## config.mk

```make
export PLATFORM = sky130hd
export DESIGN_NAME = shipWakeSeq
export DESIGN_NICKNAME = d
export VERILOG_FILES = /design/src/rtl/shipWakePkg.sv /design/src/rtl/syncBank.sv /design/src/rtl/satCounter.sv /design/src/rtl/holdTimer.sv /design/src/rtl/wakeCtrl.sv /design/src/rtl/shipWakeSeq.sv
export SDC_FILE = /design/constraint.sdc
export NUM_CORES = 1
export LEC_CHECK = 0
export ABC_AREA = 1
export BUFFER_PORTS_ARGS = -buffer_cell sky130_fd_sc_hd__buf_2
export CORE_ASPECT_RATIO = 0.5
export CORE_MARGIN = 2
export CORE_UTILIZATION = 32
export DETAILED_ROUTE_END_ITERATION = 8
export GPL_ROUTABILITY_DRIVEN = 0
export HOLD_SLACK_MARGIN = 0.1
export MAX_ROUTING_LAYER = met4
export SYNTH_ARGS = -nofsm -noshare
export SYNTH_HDL_FRONTEND = slang
export SYNTH_SLANG_ARGS = --single-unit
```

## constraint.sdc

```tcl
create_clock -name clk -period 4.65 [get_ports clk]
set_clock_uncertainty 0.15 [all_clocks]
set_input_delay 0.6975 -clock clk [delete_from_list [all_inputs] [get_ports clk]]
set_output_delay 0.6975 -clock clk [all_outputs]
set_load 0.02 [all_outputs]
```

## src/rtl/shipWakePkg.sv

```systemverilog
package shipWakePkg;

  typedef enum logic [1:0] {
    ST_SHIP   = 2'd0,
    ST_WAKING = 2'd1,
    ST_ACTIVE = 2'd2
  } wakeState_e;

  // strobes from control to datapath
  typedef struct packed {
    logic clrHold;
    logic clrPost;
  } dpStrobe_t;

  // comparison results from datapath to control
  typedef struct packed {
    logic wakeReached;
    logic resetReached;
    logic postReached;
  } dpFlag_t;

endpackage

```

## src/rtl/syncBank.sv

```systemverilog
module syncBank #(
  parameter int WIDTH = 3,
  parameter int STAGES = 2,
  parameter logic [WIDTH-1:0] RST_VAL = '0
) (
  input  logic             clk,
  input  logic             rstN,
  input  logic [WIDTH-1:0] dIn,
  output logic [WIDTH-1:0] dOut
);

  logic [WIDTH-1:0] stage [STAGES];

  for (genvar s = 0; s < STAGES; s++) begin : gStage
    always_ff @(posedge clk or negedge rstN) begin
      if (!rstN) begin
        stage[s] <= RST_VAL;
      end else if (s == 0) begin
        stage[s] <= dIn;
      end else begin
        stage[s] <= stage[(s == 0) ? 0 : s-1];
      end
    end
  end

  assign dOut = stage[STAGES-1];

endmodule

```

## src/rtl/satCounter.sv

```systemverilog
module satCounter #(
  parameter int CNT_W = 5
) (
  input  logic             clk,
  input  logic             rstN,
  input  logic             clr,
  input  logic             inc,
  output logic [CNT_W-1:0] cnt
);

  localparam logic [CNT_W-1:0] CNT_MAX = '1;

  always_ff @(posedge clk or negedge rstN) begin
    if (!rstN) begin
      cnt <= '0;
    end else if (clr) begin
      cnt <= '0;
    end else if (inc && (cnt != CNT_MAX)) begin
      cnt <= cnt + 1'b1;
    end
  end

endmodule

```

## src/rtl/holdTimer.sv

```systemverilog
module holdTimer
  import shipWakePkg::*;
#(
  parameter int WAKE_TICKS  = 8,
  parameter int RESET_TICKS = 20
) (
  input  logic      clk,
  input  logic      rstN,
  input  logic      tickEn,
  input  logic      btnLow,
  input  dpStrobe_t strobe,
  output dpFlag_t   flags
);

  localparam int LIMIT = (WAKE_TICKS > RESET_TICKS) ? WAKE_TICKS : RESET_TICKS;
  localparam int CNT_W = $clog2(LIMIT + 2);
  localparam logic [CNT_W-1:0] WAKE_LIM  = CNT_W'(WAKE_TICKS);
  localparam logic [CNT_W-1:0] RESET_LIM = CNT_W'(RESET_TICKS);
  localparam int NUM_CNT = 2;

  logic [NUM_CNT-1:0] cntClr;
  logic [NUM_CNT-1:0] cntInc;
  logic [CNT_W-1:0]   cntVal [NUM_CNT];

  // counter 0: button hold time, counter 1: time since adapter arrival
  assign cntClr[0] = strobe.clrHold || !btnLow;
  assign cntInc[0] = btnLow && tickEn;
  assign cntClr[1] = strobe.clrPost;
  assign cntInc[1] = tickEn;

  for (genvar i = 0; i < NUM_CNT; i++) begin : gCnt
    satCounter #(.CNT_W(CNT_W)) u_cnt (
      .clk  (clk),
      .rstN (rstN),
      .clr  (cntClr[i]),
      .inc  (cntInc[i]),
      .cnt  (cntVal[i])
    );
  end

  assign flags.wakeReached  = (cntVal[0] >= WAKE_LIM);
  assign flags.resetReached = (cntVal[0] >= RESET_LIM);
  assign flags.postReached  = (cntVal[1] >= WAKE_LIM);

endmodule

```

## src/rtl/wakeCtrl.sv

```systemverilog
module wakeCtrl
  import shipWakePkg::*;
(
  input  logic      clk,
  input  logic      rstN,
  input  logic      btnLow,
  input  logic      adapterOk,
  input  logic      batHigh,
  input  logic      shipReq,
  input  dpFlag_t   flags,
  output dpStrobe_t strobe,
  output logic      passEn,
  output logic      wakeDone,
  output logic      shipPending
);

  wakeState_e state;
  logic adapterPrev;
  logic pendReq;
  logic pendBtn;
  logic postWatch;
  logic adapterRise;
  logic armBtn;

  assign adapterRise = adapterOk && !adapterPrev;
  assign armBtn = (state == ST_ACTIVE) && adapterRise && btnLow && flags.resetReached;

  always_comb begin
    strobe = '0;
    strobe.clrHold = (state == ST_SHIP);
    strobe.clrPost = armBtn;
  end

  always_ff @(posedge clk or negedge rstN) begin
    if (!rstN) begin
      state       <= ST_SHIP;
      adapterPrev <= 1'b0;
      pendReq     <= 1'b0;
      pendBtn     <= 1'b0;
      postWatch   <= 1'b0;
    end else begin
      adapterPrev <= adapterOk;
      case (state)
        ST_SHIP: begin
          pendReq   <= 1'b0;
          pendBtn   <= 1'b0;
          postWatch <= 1'b0;
          if (adapterOk) begin
            state <= ST_ACTIVE;
          end else if (btnLow && batHigh) begin
            state <= ST_WAKING;
          end
        end
        ST_WAKING: begin
          if (adapterOk) begin
            state <= ST_ACTIVE;
          end else if (!btnLow) begin
            state <= ST_SHIP;
          end else if (flags.wakeReached) begin
            state <= ST_ACTIVE;
          end
        end
        ST_ACTIVE: begin
          if ((pendReq || pendBtn) && !adapterOk) begin
            state     <= ST_SHIP;
            pendReq   <= 1'b0;
            pendBtn   <= 1'b0;
            postWatch <= 1'b0;
          end else begin
            if (shipReq) begin
              if (adapterOk) begin
                pendReq <= 1'b1;
              end else begin
                state <= ST_SHIP;
              end
            end
            if (armBtn) begin
              pendBtn   <= 1'b1;
              postWatch <= 1'b1;
            end else if (postWatch) begin
              if (!btnLow) begin
                postWatch <= 1'b0;
              end else if (flags.postReached) begin
                pendBtn   <= 1'b0;
                postWatch <= 1'b0;
              end
            end
          end
        end
        default: state <= ST_SHIP;
      endcase
    end
  end

  assign passEn      = (state != ST_SHIP);
  assign wakeDone    = (state == ST_ACTIVE);
  assign shipPending = pendReq || pendBtn;

endmodule

```

## src/rtl/shipWakeSeq.sv

```systemverilog
module shipWakeSeq
  import shipWakePkg::*;
#(
  parameter int WAKE_TICKS  = 8,
  parameter int RESET_TICKS = 20,
  parameter int SYNC_STAGES = 2
) (
  input  logic clk,
  input  logic rstN,
  input  logic tickEn,
  input  logic btnNAsync,
  input  logic adapterOkAsync,
  input  logic batHighAsync,
  input  logic shipReq,
  output logic passEn,
  output logic wakeDone,
  output logic shipPending
);

  logic [2:0] rawIn;
  logic [2:0] syncIn;
  logic btnLowS;
  logic adapterS;
  logic batHighS;
  dpStrobe_t strobe;
  dpFlag_t   flags;

  assign rawIn = {btnNAsync, adapterOkAsync, batHighAsync};

  syncBank #(
    .WIDTH   (3),
    .STAGES  (SYNC_STAGES),
    .RST_VAL (3'b100)
  ) u_sync (
    .clk  (clk),
    .rstN (rstN),
    .dIn  (rawIn),
    .dOut (syncIn)
  );

  assign btnLowS  = !syncIn[2];
  assign adapterS = syncIn[1];
  assign batHighS = syncIn[0];

  holdTimer #(
    .WAKE_TICKS  (WAKE_TICKS),
    .RESET_TICKS (RESET_TICKS)
  ) u_timer (
    .clk    (clk),
    .rstN   (rstN),
    .tickEn (tickEn),
    .btnLow (btnLowS),
    .strobe (strobe),
    .flags  (flags)
  );

  wakeCtrl u_ctrl (
    .clk         (clk),
    .rstN        (rstN),
    .btnLow      (btnLowS),
    .adapterOk   (adapterS),
    .batHigh     (batHighS),
    .shipReq     (shipReq),
    .flags       (flags),
    .strobe      (strobe),
    .passEn      (passEn),
    .wakeDone    (wakeDone),
    .shipPending (shipPending)
  );

endmodule

```

Yosys cells after proc, flatten, opt, wreduce, memory -nomap -nowiden
Index checks and enable logic that the tools add are counted.
{ "op_classes": {"n_addsub": 2, "n_reduce_logical": 22, "eq_ne": 12, "n_mux": 29, "n_lt_le_gt_ge": 3} }
{ "op_table": {"columns": ["operator", "n"], "rows": [
  ["$mux W5", 4],
  ["$mux W2", 8],
  ["$mux W1", 13],
  ["$add A5 B1 Y5 const B", 2],
  ["$ge A5 B4 Y1 const B", 2],
  ["$ne A5 B5 Y1 const B", 2],
  ["$logic_and A1 B1 Y1", 9],
  ["$ne A3 B2 Y1 const B", 3],
  ["$ne A4 B1 Y1 const B", 2],
  ["$reduce_and A4 Y1", 2],
  ["$reduce_bool A2 Y1", 4],
  ["$pmux W1 S2", 3],
  ["$pmux W2 S3", 1],
  ["$ge A5 B5 Y1 const B", 1],
  ["$ne A4 B2 Y1 const B", 1],
  ["$ne A4 B4 Y1 const B", 1],
  ["$logic_not A1 Y1", 3],
  ["$ne A3 B1 Y1 const B", 1],
  ["$reduce_and A3 Y1", 1],
  ["$eq A2 B1 Y1 const B", 1],
  ["$eq A2 B2 Y1 const B", 1],
  ["$logic_not A2 Y1", 1],
  ["$logic_or A1 B1 Y1", 2]
]} }
{ "totals": {"register_bits": 22, "output_inout_bits": 3, "elab_cells": 77} }

Longest topological paths before layout
{ "logic_depth": {"word_depth": 8, "ltp_mapped": 10, "depth_no_buf": 10} }

Modules after synthesis
Synthesis repeated with hierarchy kept, for this count alone.
{ "unflattened": {"cells_unflattened": 144, "hier_area_um2": 1129.8} }
{ "modules_own_cells": {"columns": ["mod", "cells_each", "seq_area_each_um2", "instances", "area_per_inst_um2"], "rows": [
  ["satCounter", 35, 125.1, 2, 266.5],
  ["wakeCtrl", 55, 150.1, 1, 379.1],
  ["syncBank", 9, 152.6, 1, 175.2],
  ["holdTimer", 9, 0.0, 1, 38.8],
  ["shipWakeSeq", 1, 0.0, 1, 3.8]
]} }

Worst setup path before layout
No wires, ideal clock.
{ "synth_timing": {"path_kind": "register to register", "start": "register u_timer.gCnt[1].u_cnt.cnt[0]", "end": "register u_timer.gCnt[1].u_cnt.cnt[3]", "stages_incl_launch_ff": 9, "arrival_ns": 1.344, "path_slack_ns": 3.036, "setup_ns": 0.120, "period_less_slack_ns": 1.614, "required_time_ns": 4.380, "cell_sequence": "dfrtp_1 -> ha_1 -> nand2_1 -> nor2_1 -> ha_1 -> nor2_4 -> nand4_2 -> o21ai_0 -> nor2_1"} }
{ "synth_via": {"elab_chain_len": 3, "word_cells_on_any_way": 6} }
{ "synth_rtl": {"columns": ["element", "line_no", "rtl"], "rows": [
  ["start: declaration", "satCounter.sv:8", "output logic [CNT_W-1:0] cnt"],
  ["start signal: assignment", "satCounter.sv:19", "cnt <= cnt + 1'b1;"],
  ["$add A5 B1 Y5 / $ne A5 B5 Y1 (equally long branches)", "satCounter.sv:19, satCounter.sv:18", null],
  ["$mux W5 / $logic_and A1 B1 Y1 (equally long branches)", "satCounter.sv:18", "end else if (inc && (cnt != CNT_MAX)) begin"],
  ["$mux W5 / $reduce_bool A2 Y1 (equally long branches)", null, null]
]} }
Several ways; a longest one is shown, not always the timed one. The select of a mux whose other input is x is not followed.
A chain may end at the register's enable or synchronous reset.

Worst setup path after layout
{ "layout_timing": {"start": "register u_ctrl.state[0]", "end": "output passEn"} }
{ "layout_via": {"elab_chain_len": 1} }
{ "layout_rtl": {"columns": ["element", "line_no", "rtl"], "rows": [
  ["start: declaration", "wakeCtrl.sv:17", "wakeState_e state;"],
  ["start signal: assignment", "wakeCtrl.sv:36", "state <= ST_SHIP;"],
  ["start signal: assignment", "wakeCtrl.sv:49", "state <= ST_ACTIVE;"],
  ["start signal: assignment", "wakeCtrl.sv:51", "state <= ST_WAKING;"],
  ["$reduce_bool A2 Y1", "wakeCtrl.sv:95", "assign passEn = (state != ST_SHIP);"],
  ["end: declaration", "shipWakeSeq.sv:15", "output logic passEn,"]
]} }
Every way passes these cells.

==> metrics.log <==
INFO  metric post-route-drc-count = 0
INFO  metric fin_total_pwr = 617 uW
INFO  metric worst_pin_slew = around 0.49 ns
INFO  metric postCtsSetupRepairBufs = 0
INFO  metric synth_fp_nets = 136
INFO  metric syn_area_per_cell = 8.62 um2
INFO  metric layout_commonest_cell = nand2_1
INFO  metric violation_count_after_the_first_detailed_route_iteration = 57
INFO  metric netlist-cell-type-count = 23
INFO  metric initial_core_util = 34.5%
INFO  metric worst_setup_hold_path_clk_slew = 0.08 ns
INFO  metric cts_resized = 0
INFO  metric min_period = between 1.5 and 2 ns
INFO  metric n_antenna_cell = 0
INFO  metric setup_repair_after_global_routing_missed_its_margin = no
INFO  metric overall_global_routing_resource_usage = 12.0%
INFO  metric floorplan.io_pins = 10
INFO  metric max_freq = 503 MHz
INFO  metric layout_worst_path_cycle_share = 42.8%
INFO  metric cts_hold_repair.buffers = 0
INFO  metric global_route.overflow_total = 0
INFO  metric chipWidth = 85.7 um
INFO  metric instances_no_fill = 177
INFO  metric final.setup.tns = 0 ns
INFO  metric synth_area = around 1100 um2
INFO  metric place_inst = ~170
INFO  metric max_slew_margin = 67.6%
INFO  metric detailroute.via_count = 822
INFO  metric clockBufferDepth = 2
INFO  metric routed_wirelength = 1870 um
INFO  metric synth_seq_area_share = between 50% and 60%
INFO  metric core_region_area = between 3000 and 4000 um2
INFO  metric setup.worst_path.start_class = flip-flop
INFO  metric htree_num_levels = 1
INFO  metric grt_pass1_wl = 3370 um
INFO  metric post_route_cells_drive_above_1_share = 20.4%
INFO  metric worst_ep_required_time = around 3.8 ns
INFO  metric report.final.slew_viol_count = 0
INFO  metric critical_path.cell_chain = nor2_1 -> inv_1 -> buf_2
INFO  metric hold_path.class = reg -> reg
INFO  metric root_buffer_cell = clkbuf_8
INFO  metric cts_tree = done
INFO  metric synth_cells = 124
INFO  metric sequential_cell_area = around 550 um2
INFO  metric max_cap_viol_count = 0
INFO  metric run_status = complete, no violations
INFO  metric dpl.hpwl = approximately 1400 um
INFO  metric total_of_buffers_placed_on_input_and_output_ports = 9
INFO  metric mean_routed_wirelength_per_cell = 10.6 um
INFO  metric via_per_inst = roughly 4.6
INFO  metric fp.dieH = 44.9 um
INFO  metric antenna_found_initial = 0
INFO  metric worst_setup_path_start = u_ctrl.state[0]
INFO  metric relative_area_change_from_synthesis_to_final_layout = 14.1%
INFO  metric worst_ir_drop_vdd = 122 uV
INFO  metric worst-endpoint-arrival = 1.14 ns
INFO  metric nFillCells = around 340
INFO  metric clkSinkCount = 22
INFO  metric drt_first_pass_iters = 6
INFO  metric numCtsBuffers = 3
INFO  metric leakagePower = 0.620 nW
INFO  metric startpoint_of_the_worst_slack_reg_to_reg_timing_path = u_timer.gCnt[0].u_cnt.cnt[0]
INFO  metric detail-route-antenna-nets = 0
INFO  metric cp_max_fanout = 3
INFO  metric path_class = reg -> out
INFO  metric full_die_area = 3850 um2
INFO  metric slowest_stage = dfrtp_1
INFO  metric pwr_density_cell = 506 nW/um2
INFO  metric core.rowCount = 14
INFO  metric sort_of_element_at_the_end_of_the_critical_path = output pin
INFO  metric setup_viol_count_final = 0
INFO  metric insertion_delay = 0.26 ns
INFO  metric final_cell_mix = nand2_1, nor2_1, dfrtp_1, inv_1, buf_2
INFO  metric min-delay-start = u_sync.stage[3]
INFO  metric slowest_delay = 0.43 ns
INFO  metric multi_input_comb_area = 447 um2
INFO  metric first_global_vias = 819
INFO  metric yosys_register_bits = 22
INFO  metric total_number_of_yosys_warnings = 0
INFO  metric hold_viol_final = 0
INFO  metric grt_start_max_net_pins = 23
INFO  metric finalNetCount = 150
[sequential cells by signal, indices dropped and copies added, names as in the netlist]
signal	count
u_ctrl.pendBtn	1
u_ctrl.pendReq	1
u_ctrl.adapterPrev	1
u_sync.stage	3
u_ctrl.state	2
u_sync.dOut	3
u_timer.gCnt.u_cnt.cnt	10
u_ctrl.postWatch	1
[report_power, final]
part           internal (mW)  total [mW]  switching (mW)
sequential             0.234       0.274          0.0407
combinational         0.0790       0.208           0.129
clock                 0.0754       0.135          0.0594
total                  0.388       0.617           0.229
[worst max-delay path, delay by kind of cell, from the launching register on]
kind / cells / cell delay, ns
buffers and inverters: 2 / 0.24
DFF: 1 / 0.43
and+or+nand+nor: 1 / 0.21
[through the flow]
step | setup slack (ns) | area, um2 | util (%) | hold slack (ns)
final | 2.66 | 1220 | 39.3 | 0.204
after global routing | 2.54 | 1220 | 39.3 | 0.211
after CTS | 2.64 | 1220 | 39.3 | 0.205
after detailed placement | 2.91 | 1160 | 37.5 | 0.187
after global placement | 2.96 | 1160 | 37.5 | 0.182
after floorplan | 3.04 | 1070 | - | 0.181
[metal layers]
| layer | wire [um] | GRT usage, % | vias to the layer above | share of wire (%) |
|---|---|---|---|---|
| li1 | - | - | 421 | - |
| met1 | 941 | 14.3 | 387 | 50 |
| met2 | 851 | 19.5 | 10 | 46 |
| met3 | 50 | 3.29 | 4 | 2.7 |
| met4 | 26 | 5.71 | 0 | 1.4 |
| met5 | 0 | - | - | 0 |
[path summary, 6_finish.rpt]
| path | end | slack [ns] | depth (start not counted) |
|---|---|---|---|
| worst min register to register | u_sync.dOut[0] | 0.20 | 0 |
| min in group asynchronous | u_timer.gCnt[0].u_cnt.cnt[0] | 0.24 | 1 |
| worst max register to register | u_timer.gCnt[0].u_cnt.cnt[3] | 2.92 | 10 |
| worst max-delay path | passEn | 2.66 | 3 |
| worst min-delay path | u_sync.dOut[0] | 0.20 | 0 |
| max in group asynchronous | u_sync.stage[5] | 3.76 | 1 |
[Yosys cell counts]
cell / count / area share [%]
inv_2: 5 / 1.8
nor3_1: 1 / 0.47
nor2_1: 20 / 7.0
nand3b_1: 1 / 0.70
o21ai_0: 8 / 3.7
nor2_4: 2 / 2.1
nand4_1: 2 / 1.2
xnor2_1: 1 / 0.82
dfstp_2: 2 / 4.9
clkinv_2: 1 / 0.47
ha_1: 5 / 5.9
nand2_2: 2 / 1.2
and2_1: 1 / 0.59
nand3_1: 8 / 3.7
nand2_1: 21 / 7.4
nor2_2: 2 / 1.2
o21ai_1: 1 / 0.47
a21oi_1: 6 / 2.8
and3_1: 1 / 0.59
nand4_2: 1 / 1.2
xor2_1: 1 / 0.82
inv_1: 12 / 4.2
dfrtp_1: 20 / 47
[cell families after synthesis]
family	Yosys count	synth area share, %
AO/OA/AOI/OAI	15	7.03
XOR/XNOR	2	1.64
adder cells (fa/ha/maj)	5	5.85
buffers and inverters	18	6.44
flip-flops	22	51.8
AND/OR/NAND/NOR	62	27.3
[area by class of cell]
| class | instances | share of cell area [%] |
|---|---|---|
| inverter | 18 | 5.65 |
| clock buffer | 4 | 4.52 |
| timing repair buffer | 9 | 3.70 |
| tap | 40 | 4.11 |
| sequential | 22 | 45.4 |
| multi-input combinational | 84 | 36.7 |
Note: power is estimated with default switching activity, not from simulation.
